==> src/rtl/mdac_pkg.sv <==
package mdac_pkg;

    localparam int unsigned OP_W   = 16;
    localparam int unsigned RES_W  = 40;
    localparam int unsigned BYTE_W = 8;
    localparam int unsigned SEL_W  = 4;

    typedef enum logic [SEL_W-1:0] {
        SEL_MODE = 4'd0,
        SEL_A_LO = 4'd1,
        SEL_A_HI = 4'd2,
        SEL_B_LO = 4'd3,
        SEL_B_HI = 4'd4
    } wsel_e;

    typedef struct packed {
        logic acc;
        logic div;
    } mode_t;

    typedef enum logic [1:0] {
        OP_MUL = 2'd0,
        OP_DIV = 2'd1,
        OP_ACC = 2'd2
    } op_e;

    function automatic op_e decode_op(input mode_t m);
        if (m.acc)      return OP_ACC;
        else if (m.div) return OP_DIV;
        else            return OP_MUL;
    endfunction

endpackage

==> src/rtl/mdac_divider.sv <==
module mdac_divider #(
    parameter int unsigned W = 16
) (
    input  logic         clk,
    input  logic         rst,
    input  logic         start,
    input  logic [W-1:0] dividend,
    input  logic [W-1:0] divisor,
    output logic         busy,
    output logic         done,
    output logic [W-1:0] quotient,
    output logic [W-1:0] remainder
);
    localparam int unsigned CW = $clog2(W);
    localparam logic [CW-1:0] LAST = CW'(W - 1);

    logic          run_q;
    logic [CW-1:0] cnt_q;
    logic [W-1:0]  rem_q;
    logic [W-1:0]  quo_q;
    logic [W-1:0]  dvs_q;
    logic          neg_q;
    logic          dz_q;

    logic [W:0]    trial;
    logic          fits;
    logic [W:0]    trial_sub;
    logic [W-1:0]  rem_nx;
    logic [W-1:0]  quo_nx;

    // one restoring step: shift in next dividend bit, subtract if it fits
    always_comb begin
        trial     = {rem_q, quo_q[W-1]};
        fits      = (trial >= {1'b0, dvs_q});
        trial_sub = trial - {1'b0, dvs_q};
        rem_nx    = fits ? trial_sub[W-1:0] : trial[W-1:0];
        quo_nx    = {quo_q[W-2:0], fits};
    end

    always_ff @(posedge clk) begin
        if (rst) begin
            run_q <= 1'b0;
            cnt_q <= '0;
            rem_q <= '0;
            quo_q <= '0;
            dvs_q <= '0;
            neg_q <= 1'b0;
            dz_q  <= 1'b0;
        end else if (start && !run_q) begin
            run_q <= 1'b1;
            cnt_q <= '0;
            rem_q <= '0;
            quo_q <= dividend[W-1] ? (~dividend + 1'b1) : dividend;
            dvs_q <= divisor;
            neg_q <= dividend[W-1];
            dz_q  <= (divisor == '0);
        end else if (run_q) begin
            rem_q <= rem_nx;
            quo_q <= quo_nx;
            cnt_q <= cnt_q + 1'b1;
            if (cnt_q == LAST) run_q <= 1'b0;
        end
    end

    assign busy = run_q;
    assign done = run_q && (cnt_q == LAST);

    // sign restore: quotient toward zero, remainder follows the dividend
    always_comb begin
        if (dz_q) begin
            quotient  = '0;
            remainder = '0;
        end else if (neg_q) begin
            quotient  = ~quo_nx + 1'b1;
            remainder = ~rem_nx + 1'b1;
        end else begin
            quotient  = quo_nx;
            remainder = rem_nx;
        end
    end

    // partial remainder never reaches the divisor
    a_r5_rem_bound: assert property (@(posedge clk) disable iff (rst)
        (run_q && dvs_q != '0) |-> (rem_q < dvs_q));

    // every run starts from step zero
    a_r6_run_starts_clean: assert property (@(posedge clk) disable iff (rst)
        $rose(run_q) |-> (cnt_q == '0));

    // the finishing step ends the run
    a_r6_done_ends_run: assert property (@(posedge clk) disable iff (rst)
        done |=> !run_q);

endmodule

==> src/rtl/mdac_mac.sv <==
module mdac_mac #(
    parameter int unsigned OP_W  = 16,
    parameter int unsigned RES_W = 40
) (
    input  logic [OP_W-1:0]  a,
    input  logic [OP_W-1:0]  b,
    input  logic [RES_W-1:0] acc_in,
    output logic [RES_W-1:0] prod_ext,
    output logic [RES_W-1:0] sum,
    output logic             wrap
);
    localparam int unsigned PW  = 2 * OP_W;
    localparam int unsigned EXT = RES_W - PW;

    logic signed [PW-1:0] prod;
    logic [RES_W:0]       sum_w;

    assign prod     = $signed(a) * $signed(b);
    assign prod_ext = {{EXT{prod[PW-1]}}, prod};

    // extra top bit catches both carry out and borrow
    assign sum_w = {1'b0, acc_in} + {prod_ext[RES_W-1], prod_ext};
    assign sum   = sum_w[RES_W-1:0];
    assign wrap  = sum_w[RES_W];

endmodule

==> src/rtl/mdac_rdmux.sv <==
module mdac_rdmux #(
    parameter int unsigned RES_W  = 40,
    parameter int unsigned BYTE_W = 8,
    parameter int unsigned SEL_W  = 4
) (
    input  logic [SEL_W-1:0]  sel,
    input  logic [RES_W-1:0]  res,
    input  logic              ovf,
    output logic [BYTE_W-1:0] data
);
    localparam int unsigned NB = RES_W / BYTE_W;

    always_comb begin
        data = '0;
        for (int i = 0; i < NB; i++) begin
            if (sel == SEL_W'(i)) data = res[i*BYTE_W +: BYTE_W];
        end
        if (sel == SEL_W'(NB)) data = {ovf, {(BYTE_W-1){1'b0}}};
    end

endmodule

==> src/rtl/mdac_unit.sv <==
module mdac_unit
    import mdac_pkg::*;
#(
    parameter int unsigned OPW  = OP_W,
    parameter int unsigned RESW = RES_W,
    parameter int unsigned BW   = BYTE_W,
    parameter int unsigned SW   = SEL_W
) (
    input  logic          clk,
    input  logic          rst,
    input  logic          wr_en,
    input  logic [SW-1:0] wr_sel,
    input  logic [BW-1:0] wr_data,
    input  logic [SW-1:0] rd_sel,
    output logic [BW-1:0] rd_data,
    output logic          busy
);
    localparam int unsigned PADW = RESW - 2 * OPW;

    mode_t           mode_q;
    logic [OPW-1:0]  op_a_q;
    logic [OPW-1:0]  op_b_q;
    logic [RESW-1:0] res_q;
    logic            ovf_q;

    op_e             op;
    logic            wr_ok;
    logic            trig;
    logic [OPW-1:0]  b_next;

    logic [RESW-1:0] prod_ext;
    logic [RESW-1:0] acc_sum;
    logic            acc_wrap;

    logic            div_busy;
    logic            div_done;
    logic [OPW-1:0]  div_quo;
    logic [OPW-1:0]  div_rem;
    logic            div_start;

    assign op        = decode_op(mode_q);
    assign wr_ok     = wr_en && !div_busy;
    assign trig      = wr_ok && (wr_sel == SEL_B_HI);
    assign b_next    = {wr_data, op_b_q[BW-1:0]};
    assign div_start = trig && (op == OP_DIV);
    assign busy      = div_busy;

    mdac_mac #(.OP_W(OPW), .RES_W(RESW)) mac_i (
        .a        (op_a_q),
        .b        (b_next),
        .acc_in   (res_q),
        .prod_ext (prod_ext),
        .sum      (acc_sum),
        .wrap     (acc_wrap)
    );

    mdac_divider #(.W(OPW)) div_i (
        .clk       (clk),
        .rst       (rst),
        .start     (div_start),
        .dividend  (op_a_q),
        .divisor   (b_next),
        .busy      (div_busy),
        .done      (div_done),
        .quotient  (div_quo),
        .remainder (div_rem)
    );

    mdac_rdmux #(.RES_W(RESW), .BYTE_W(BW), .SEL_W(SW)) rd_i (
        .sel  (rd_sel),
        .res  (res_q),
        .ovf  (ovf_q),
        .data (rd_data)
    );

    always_ff @(posedge clk) begin
        if (rst) begin
            mode_q <= '0;
            op_a_q <= '0;
            op_b_q <= '0;
            res_q  <= '0;
            ovf_q  <= 1'b0;
        end else begin
            if (div_done) res_q <= {{PADW{1'b0}}, div_rem, div_quo};
            if (wr_ok) begin
                case (wr_sel)
                    SEL_MODE: begin
                        mode_q <= mode_t'(wr_data[1:0]);
                        if (wr_data[1]) begin
                            res_q <= '0;
                            ovf_q <= 1'b0;
                        end
                    end
                    SEL_A_LO: op_a_q[BW-1:0]   <= wr_data;
                    SEL_A_HI: op_a_q[OPW-1:BW] <= wr_data;
                    SEL_B_LO: op_b_q[BW-1:0]   <= wr_data;
                    SEL_B_HI: begin
                        case (op)
                            OP_MUL: begin
                                res_q  <= prod_ext;
                                op_b_q <= '0;
                            end
                            OP_ACC: begin
                                res_q  <= acc_sum;
                                ovf_q  <= ovf_q | acc_wrap;
                                op_b_q <= '0;
                            end
                            OP_DIV: begin
                                op_a_q <= '0;
                                op_b_q <= '0;
                            end
                            default: ;
                        endcase
                    end
                    default: ;
                endcase
            end
        end
    end

    // writes during a divide leave mode and operands alone
    a_r8_busy_write_ignored: assert property (@(posedge clk) disable iff (rst)
        (busy && wr_en) |=> ($stable(op_a_q) && $stable(op_b_q) && $stable(mode_q)));

    // multiply finishes at the trigger edge
    a_r3_mul_no_busy: assert property (@(posedge clk) disable iff (rst)
        (trig && op == OP_MUL) |=> !busy);

    // multiply clears B and keeps A
    a_r4_mul_operands: assert property (@(posedge clk) disable iff (rst)
        (trig && op == OP_MUL) |=> (op_b_q == '0 && op_a_q == $past(op_a_q)));

    // divide trigger raises busy and clears both operands
    a_r6_div_launch: assert property (@(posedge clk) disable iff (rst)
        (trig && op == OP_DIV) |=> (busy && op_a_q == '0 && op_b_q == '0));

    // divide result leaves the top byte clear
    a_r5_div_top_zero: assert property (@(posedge clk) disable iff (rst)
        $fell(busy) |-> (res_q[RESW-1:2*OPW] == '0));

    // overflow holds until an explicit clear
    a_r11_ovf_sticky: assert property (@(posedge clk) disable iff (rst)
        (ovf_q && !(wr_ok && wr_sel == SEL_MODE && wr_data[1])) |=> ovf_q);

endmodule

==> config.mk <==
export PLATFORM = sky130hd
export DESIGN_NAME = mdac_unit
export DESIGN_NICKNAME = d
export VERILOG_FILES = /design/src/rtl/mdac_pkg.sv /design/src/rtl/mdac_divider.sv /design/src/rtl/mdac_mac.sv /design/src/rtl/mdac_rdmux.sv /design/src/rtl/mdac_unit.sv
export SDC_FILE = /design/constraint.sdc
export NUM_CORES = 1
export LEC_CHECK = 0
export BUFFER_PORTS_ARGS = -buffer_cell sky130_fd_sc_hd__buf_2
export CAP_MARGIN = 25
export CORE_MARGIN = 3
export CORE_UTILIZATION = 65
export DETAILED_ROUTE_END_ITERATION = 8
export PLACE_DENSITY = 0.8
export SYNTH_ARGS = -nofsm -noshare
export SYNTH_HDL_FRONTEND = slang
export SYNTH_HIERARCHICAL = 1
export SYNTH_SLANG_ARGS = --single-unit
==> constraint.sdc <==
create_clock -name clk -period 10 [get_ports clk]
set_input_delay 0.5 -clock clk [delete_from_list [all_inputs] [get_ports clk]]
set_output_delay 0.5 -clock clk [all_outputs]
set_load 0.01 [all_outputs]
==> qor.yml, run 1 <==
status: "completed"
crit_fanout: 19
leakage_nw: 9.79
ioPinCount: 28
ctsResizeCount: 0
start_kind: "flip-flop"
critPathRequiredTime_ns: 10.34
avgSynthCellArea_um2: 8.48
drt-initial-drc-count: 1590
wl_per_cell_um: 20.5
clkTransAtPathRegs_ns: 0.06
die_h_um: 183
fin_crit_sh_pct: 90.3
diodes: 0
period_needed_ns: 9.03
syn-cell-area_um2: 20400
areaGrowthSynthToFinish_pct: 4.11
syn_nets: 2833
drive_above_1_share_pct: 6.40
grt_usage_pct: 34.6
start_util_pct: 66.4
cp.arrival_ns: 9.37
cp_slowest_stage_delay_ns: 1.05
hold_slack_ns: 0.457
cts_hold_buf: 0
worst_pin_slew_ns: 1.11
grt_max_degree: 72
fillers: 2467
post_cts_buffers: 0
cts_sinks: 122
io_buffers: 27
hold_class: "reg2reg"
yosys_warnings: 6
slowest_stage: "dfxtp_1"
placed_cells: 2738
nets: 2786
powerDensity_nw_per_um2: 68.9
grt_pass1_vias: 17800
clock_latency_ns: 0.43
finalSetupViolCount: 0
synthCells: 2408
top_layer_used: "met5"
met3_length_um: 4540
max_cap_violations: 0
synth_ff_type: "dfxtp_1"
routed_via_density: 6.34
grt_pass1_wl_um: 92300
vias: 17600
cts_buffers: 17
drv_slew: 0
synth-simple-area-share_pct: 17.7
firstDrtPassIters: 6
synth-edff-count: 0
drt-total-wl_um: 56900
ys_types: 111
critPathMostFrequentCell: "fa_1"
final_core_util_pct: 69.1
ant_nets: 0
synth_area_leader_cell: "fa_1"
die_w_um: 183
synth_area_leaders: "fa_1 26%, dfxtp_1 12%, ha_1 8.7%, inv_1 6.4%, nand2_1 4.2%"
fmax_mhz: 111
rsz0062_at_grt: "no"
die_area_um2: 33600
core_um2: 30700
synthAdderAreaFrac_pct: 34.6
yosysSeqAreaShare_pct: 12.0
stdcell_count: 2770
clockBufferDepth: 2
reg2reg_from: "op_b_q[7]"
finalWeightedCongestion: 0.992
ys_seq_elements: 122
yosys.area_share.xor_xnor_pct: 5.23
worstHoldStart: "div_i/dvs_q[7]"
synth_top_family_by_area: "adder cells"
ir_drop_uv: 79.0
met2_length_um: 26800
muxShareOfSynthArea_pct: 3.47
placed_cell_area_um2: 20700
critPathLaunch: "op_b_q[7]"
hold_viol: 0
synth_top_area_share_pct: 25.9
clock_skew_ns: 0.0105
worstSetupPathType: "reg2reg"
rows: 64
slew_headroom_pct: 26.2
met1Wirelength_um: 22300
tritoncts: "built"
fin_setup_tns_ns: 0
cp-end-kind: "flip-flop"
synth_compound_area_share_pct: 17.7
post-dp-hpwl_um: 43000
root_buffer: "clkbuf_16"
antenna_found_initial: 1
drc: 0
grt.overflow.total: 0
h-tree-depth: 4
stdcell_area_um2: 21300
synthArstFlopShare_pct: 0
## flip-flops by register name, summed over array words and instances, names as in the netlist
signal and cells:
div_i/dz_q 1, div_i/dvs_q 16, op_a_q 16, res_q 40
div_i/rem_q 16, div_i/busy 1, div_i/cnt_q 4, ovf_q 1
div_i/neg_q 1, mode_q 2, op_b_q 8, div_i/quo_q 16
## routing by layer
metal | global-route usage (%) | up-vias
met4 | 17.9 | 2
met1 | 44.8 | 8582
met3 | 5.53 | 223
li1 | - | 7953
met2 | 56.4 | 807
met5 | 0 | -
## final timing paths
| check | to | cells past startpoint | slack, ns |
|---|---|---|---|
| min | div_i/dvs_q[7] | 2 | 0.46 |
| max | res_q[36] | 32 | 0.97 |
| max reg2reg | res_q[36] | 32 | 0.97 |
| min reg2reg | div_i/dvs_q[7] | 2 | 0.46 |
## cell usage after synthesis, types with 8 or more instances
cell type	number
nand2b_1	30
buf_2	11
nor3b_1	8
nand3b_1	14
ha_1	142
or3_1	10
nor2b_1	27
a211oi_1	31
nor2_1	167
dfxtp_1	122
mux2i_1	62
buf_6	12
a21oi_1	124
o32ai_1	38
a21o_1	27
clkbuf_1	85
and2_1	125
o21ai_0	71
o211ai_1	11
buf_4	10
xor2_1	49
a22oi_1	43
a31oi_1	10
fa_1	264
inv_1	346
xnor2_1	71
o21bai_1	17
o21a_1	15
o31ai_1	15
nand3_1	21
nand4_1	12
nor3_1	30
o2111ai_1	12
nand2_1	229
## area by class of cell
type	instances	area (um^2)	area share [%]
clock inverters	15	158	0.742
clock buffers	17	425	2.00
inverters	351	1320	6.22
multi-input cells	1815	16100	75.6
flip-flops and latches	122	2440	11.5
repair buffers	54	340	1.60
well taps	396	495	2.33
## per-stage QoR
| stage | power (mW) | worst slack (ns) |
|---|---|---|
| 3_3_place_gp | 0.842 | 1.28 |
| 3_5_place_dp | 0.851 | 1.16 |
| 5_1_grt | 1.53 | 0.522 |
| 4_1_cts | 1.46 | 1.11 |
| 2_1_floorplan | 0.771 | 1.73 |
| 6_report | 1.46 | 0.969 |
## logic make-up after synthesis
kind of cell / Yosys count
compound gates: 499
xor+xnor: 121
fa+ha+maj: 406
buf+inv: 471
flops: 122
mux: 69
simple gates: 720
## power breakdown
group / internal (mW) / switching (mW)
clock: 0.351 / 0.266
sequential: 0.489 / 0.00989
combinational: 0.132 / 0.217
## placed cells by master (no fill, tap or decap), drive strengths merged, types with 43 or more instances in the layout
master  count
a21oi     132
a22oi      45
and2      126
buf        54
dfxtp     122
fa        264
ha        142
inv       355
mux2i      64
nand2     230
nor2      167
o21ai      77
o32ai      43
xnor2      72
xor2       49
## critical path: cells and delay by family (launching register included)
kind                       cells  cell delay, ns
adders and majority gates      8            3.77
AOI/OAI and AO/OA             12            2.90
DFF                            1            1.05
and+or+nand+nor                5            0.56
xor gates and xnor gates       2            0.35
buffers and inverters          5            0.27
Power figures use the tool's default switching activity.
==> run 2: changes to the inputs <==
Settings changed: BUFFER_PORTS_ARGS -buffer_cell sky130_fd_sc_hd__buf_2 to not set, CORE_MARGIN 3 to 2, CORE_UTILIZATION 65 to 40, DONT_BUFFER_PORTS set to 1, PLACE_DENSITY 0.8 to 0.52.
==> run 2 against run 1 <==
  * Final area grew 0.99%
  * Non-clock buffer count shrank 26
  * Clock-buffer cell count grew 1
  * Critical path depth shrank 1
  * Highest routed layer is now met4
  * Worst hold slack lost 0.33 ns
  * Sequential power is essentially flat
  * Via count shrank 5.2%
  * Fmax is essentially flat
  * Cell count grew 9.1%
==> qor.yml, run 2 (same netlist as run 1, synthesis figures left out) <==
fin_setup_tns_ns: 0  # unchanged
die_w_um: 230  # was 183 um
start_kind: "flip-flop"  # unchanged
clkTransAtPathRegs_ns: 0.07  # was 0.06 ns
finalSetupViolCount: 0  # unchanged
drive_above_1_share_pct: 5.37  # was 6.40%
areaGrowthSynthToFinish_pct: 5.13  # was 4.11%
core_um2: 50300  # was 30700 um^2
mostFrequentLayoutCells: "346 x inv_1, 264 x fa_1, 229 x nand2_1, 166 x nor2_1, 142 x ha_1"  # unchanged
post-dp-hpwl_um: 46300  # was 43000 um
firstDrtPassIters: 5  # was 6
ctsResizeCount: 0  # unchanged
final_common_cell: "inv_1"  # unchanged
slew_headroom_pct: 28.4  # was 26.2%
status: "completed"  # unchanged
largest_reg_flops: 40  # unchanged
total_power_mw: 1.43  # was 1.46 mW
grt_max_degree: 114  # was 72
ir_drop_uv: 97.4  # was 79.0 uV
dpl_worst_slack_ns: 1.02  # was 1.16 ns
die_h_um: 230  # was 183 um
setup_ws_ns: 0.974  # was 0.969 ns
wl_per_cell_um: 20.1  # was 20.5 um
antenna_found_initial: 0  # was 1
min_path_cells: 1  # was 2
ioPinCount: 28  # unchanged
finalWeightedCongestion: 0.894  # was 0.992
drv_slew: 0  # unchanged
slowest_stage: "dfxtp_1"  # unchanged
placed_cells: 2988  # was 2738
rsz0062_at_grt: "no"  # unchanged
clock_skew_ns: 0.0172  # was 0.0105 ns
clockBufferDepth: 2  # unchanged
cts_hold_buf: 0  # unchanged
largest_register: "res_q"  # unchanged
period_needed_ns: 9.03  # about the same
drt-initial-drc-count: 1051  # was 1590
hold_slack_ns: 0.127  # was 0.457 ns
hold_viol: 0  # unchanged
use_met2_pct: 39.8  # was 56.4%
max_cap_violations: 0  # unchanged
grt_usage_pct: 23.8  # was 34.6%
reg2regPathDepth: 31  # was 32
nets: 2760  # was 2786
grt.overflow.total: 0  # unchanged
stdcell_count: 3021  # was 2770
top_usage_layer: "met2"  # unchanged
cp-end-kind: "flip-flop"  # unchanged
clock_latency_ns: 0.44  # was 0.43 ns
rows: 82  # was 64
use_met3_pct: 4.06  # was 5.53%
critPathMostFrequentCell: "fa_1"  # unchanged
tritoncts: "built"  # unchanged
worst_pin_slew_ns: 1.07  # was 1.11 ns
root_buffer: "clkbuf_16"  # unchanged
cts_buffers: 17  # unchanged
cp.arrival_ns: 9.35  # was 9.37 ns
grt_pass1_wl_um: 98300  # was 92300 um
final_core_util_pct: 42.7  # was 69.1%
grt_pass1_vias: 17300  # was 17800
drc: 0  # unchanged
leakage_nw: 9.67  # was 9.79 nW
cp_slowest_stage_delay_ns: 0.91  # was 1.05 ns
stdcell_area_um2: 21500  # was 21300 um^2
start_util_pct: 40.6  # was 66.4%
vias: 16700  # was 17600
critPathRequiredTime_ns: 10.32  # was 10.34 ns
cts_sinks: 122  # unchanged
io_buffers: 0  # was 27
gr-usage-met1_pct: 31.5  # was 44.8%
die_area_um2: 52900  # was 33600 um^2
crit_fanout: 16  # was 19
fmax_mhz: 111  # about the same
powerDensity_nw_per_um2: 66.8  # was 68.9 nW/um^2
h-tree-depth: 4  # unchanged
worstSetupPathType: "reg2reg"  # unchanged
routed_via_density: 5.51  # was 6.34
fillers: 5121  # was 2467
drt-total-wl_um: 60700  # was 56900 um
fin_crit_sh_pct: 90.3  # about the same
post_cts_buffers: 0  # unchanged
placed_cell_area_um2: 20900  # was 20700 um^2
ant_nets: 0  # unchanged
hold_class: "in2reg"  # was reg2reg
==> run 2: cell types whose count changed in the layout (fill, tap and decap cells not counted), sizes merged <==
cell / previous run / this run
buf: 54 / 28
clkbuf: 17 / 18
clkinv: 8 / 4
clkinvlp: 2 / 5
diode: 0 / 1
==> run 2: worst paths after layout <==
check / start / to / slack (ns)
setup / recovery: op_b_q[7] / ovf_q / 0.97
hold / removal: rst / mode_q[0] / 0.13
setup reg to reg: op_b_q[7] / ovf_q / 0.97
hold reg to reg: div_i/dvs_q[13] / div_i/dvs_q[13] / 0.46
==> run 2: cell type report <==
cell class	count	area (um^2)	share of cell area, %
Clock buffer	18	439	2.05
Timing Repair Buffer	28	210	0.979
Clock inverter	14	136	0.635
Multi-Input combinational cell	1815	16100	74.9
Tap cell	672	841	3.92
Inverter	351	1320	6.16
Antenna cell	1	2.50	0.0117
Sequential cell	122	2440	11.4
==> run 2: power breakdown <==
group / internal (mW) / switching [mW]
registers: 0.489 / 0.00964
clock network: 0.353 / 0.264
logic: 0.128 / 0.190
total: 0.971 / 0.464
==> run 2: metal layers <==
metal	vias up	share of wire, %
met4	0	2.9
met2	420	47
met1	8265	45
met3	79	5.1
li1	7893	-
met5	-	0
==> run 2: critical path: cells and delay by family (launching register included) <==
family / cells / cell delay [ns]
AO/OA/AOI/OAI: 12 / 2.97
XOR/XNOR: 2 / 0.26
adder cells (fa/ha/maj): 8 / 3.86
buffers and inverters: 5 / 0.27
flip-flops: 1 / 0.91
AND/OR/NAND/NOR: 4 / 0.62
==> run 3: changes to the inputs <==
Settings changed: PLACE_DENSITY 0.52 to 0.58.
==> run 3 against run 2 <==
  * Clock skew increased by 0.00091 ns
  * Clock power increased by 17%
  * Sequential power about the same
  * Die area unchanged
  * Routed wire length decreased by 3.2%
  * Critical path depth unchanged
==> qor.yml, run 3 (same netlist as run 1, synthesis figures left out) <==
io_buffers: 0  # unchanged
clock_skew_ns: 0.0181  # was 0.0172 ns
final_core_util_pct: 42.8  # was 42.7%
drive_above_1_share_pct: 5.04  # was 5.37%
fillers: 5096  # was 5121
h-tree-depth: 4  # unchanged
post-dp-hpwl_um: 44900  # was 46300 um
ir_drop_uv: 116  # was 97.4 uV
met3_length_um: 3130  # was 3120 um
ioPinCount: 28  # unchanged
vias: 16800  # was 16700
fin_crit_sh_pct: 90.6  # was 90.3%
rsz0062_at_grt: "no"  # unchanged
largest_register: "res_q"  # unchanged
grt_usage_pct: 22.7  # was 23.8%
grt_pass1_vias: 17100  # was 17300
cts_sinks: 122  # unchanged
grt_max_degree: 114  # unchanged
wl_per_cell_um: 19.5  # was 20.1 um
drt-initial-drc-count: 1217  # was 1051
worst_pin_slew_ns: 0.996  # was 1.07 ns
path_buf_inv: 5  # unchanged
stdcell_count: 3014  # was 3021
drc: 0  # unchanged
hold_class: "in2reg"  # unchanged
drv_slew: 0  # unchanged
start_kind: "flip-flop"  # unchanged
die_w_um: 230  # unchanged
diodes: 0  # was 1
fmax_mhz: 110  # was 111 MHz
top_layer_used: "met4"  # unchanged
cts_hold_buf: 0  # unchanged
ant_nets: 0  # unchanged
largest_reg_flops: 40  # unchanged
tritoncts: "built"  # unchanged
die_area_um2: 52900  # unchanged
cts_buffers: 17  # unchanged
routed_via_density: 5.57  # was 5.51
dpl_worst_slack_ns: 1.06  # was 1.02 ns
period_needed_ns: 9.06  # was 9.03 ns
antenna_found_initial: 0  # unchanged
clockBufferDepth: 2  # unchanged
cp.arrival_ns: 9.37  # was 9.35 ns
clkTransAtPathRegs_ns: 0.06  # was 0.07 ns
root_buffer: "clkbuf_16"  # unchanged
grt.overflow.total: 0  # unchanged
finalSetupViolCount: 0  # unchanged
mostFrequentLayoutCells: "346 x inv_1, 264 x fa_1, 229 x nand2_1, 166 x nor2_1, 142 x ha_1"  # unchanged
nets: 2755  # was 2760
powerDensity_nw_per_um2: 71.3  # was 66.8 nW/um^2
slew_headroom_pct: 33.5  # was 28.4%
die_h_um: 230  # unchanged
max_cap_violations: 0  # unchanged
clock_latency_ns: 0.43  # was 0.44 ns
status: "completed"  # unchanged
worstSetupPathType: "reg2reg"  # unchanged
critPathRequiredTime_ns: 10.30  # was 10.32 ns
slowest_stage: "dfxtp_1"  # unchanged
placed_cells: 2982  # was 2988
finalWeightedCongestion: 0.907  # was 0.894
hold_slack_ns: 0.157  # was 0.127 ns
critPathMostFrequentCell: "fa_1"  # unchanged
hold_viol: 0  # unchanged
setup_ws_ns: 0.939  # was 0.974 ns
leakage_nw: 9.69  # was 9.67 nW
crit_fanout: 19  # was 16
met2_length_um: 28200  # was 28800 um
areaGrowthSynthToFinish_pct: 5.38  # was 5.13%
drt-total-wl_um: 58800  # was 60700 um
post_cts_buffers: 0  # unchanged
met1Wirelength_um: 25800  # was 27100 um
grt_pass1_wl_um: 94700  # was 98300 um
multi_input_area_um2: 16100  # unchanged
fin_setup_tns_ns: 0  # unchanged
path_delay_family: "adder cells"  # unchanged
final_common_cell: "inv_1"  # unchanged
cp_slowest_stage_delay_ns: 0.97  # was 0.91 ns
rows: 82  # unchanged
firstDrtPassIters: 6  # was 5
core_um2: 50300  # unchanged
regArea_um2: 2440  # unchanged
ctsResizeCount: 0  # unchanged
cp-end-kind: "flip-flop"  # unchanged
start_util_pct: 40.6  # unchanged
[run 3: changes by cell type in the layout (fill, tap and decap cells not counted)]
cell and delta:
bufinv_16 +5, inv_6 -5, buf_4 -5, diode_2 -1
clkbuf_1 +2, clkinvlp_4 -4, clkinv_4 +2, inv_8 -1
[run 3: worst paths after layout]
check | slack [ns] | cells after the start | end | start
max | 0.94 | 31 | ovf_q | op_b_q[7]
max reg2reg | 0.94 | 31 | ovf_q | op_b_q[7]
min | 0.16 | 1 | mode_q[0] | rst
min reg2reg | 0.46 | 2 | div_i/dvs_q[5] | div_i/dvs_q[5]
[run 3: stage by stage]
step	power (mW)	instance area, um^2
after floorplan	0.771	20400
after global placement	0.819	20800
after detailed placement	0.824	20800
after CTS	1.54	21500
after global routing	1.61	21500
final	1.53	21500
[run 3: area by class of cell]
class	instances	area share, %
clock inverters	11	1.02
inverters	351	6.15
flip-flops and latches	122	11.4
well taps	672	3.91
repair buffers	23	0.802
multi-input cells	1815	74.7
clock buffers	20	2.08
[run 3: where the power goes]
group	switching (mW)	internal, mW	total (mW)
sequential	0.0101	0.489	0.499
clock	0.246	0.474	0.720
combinational	0.187	0.128	0.315
[run 3: metal layers]
| layer | up-vias | global-route usage, % |
|---|---|---|
| li1 | 7884 | - |
| met1 | 8351 | 29.6 |
| met2 | 451 | 38.1 |
| met3 | 91 | 3.91 |
| met4 | 0 | 7.24 |
| met5 | - | 0 |
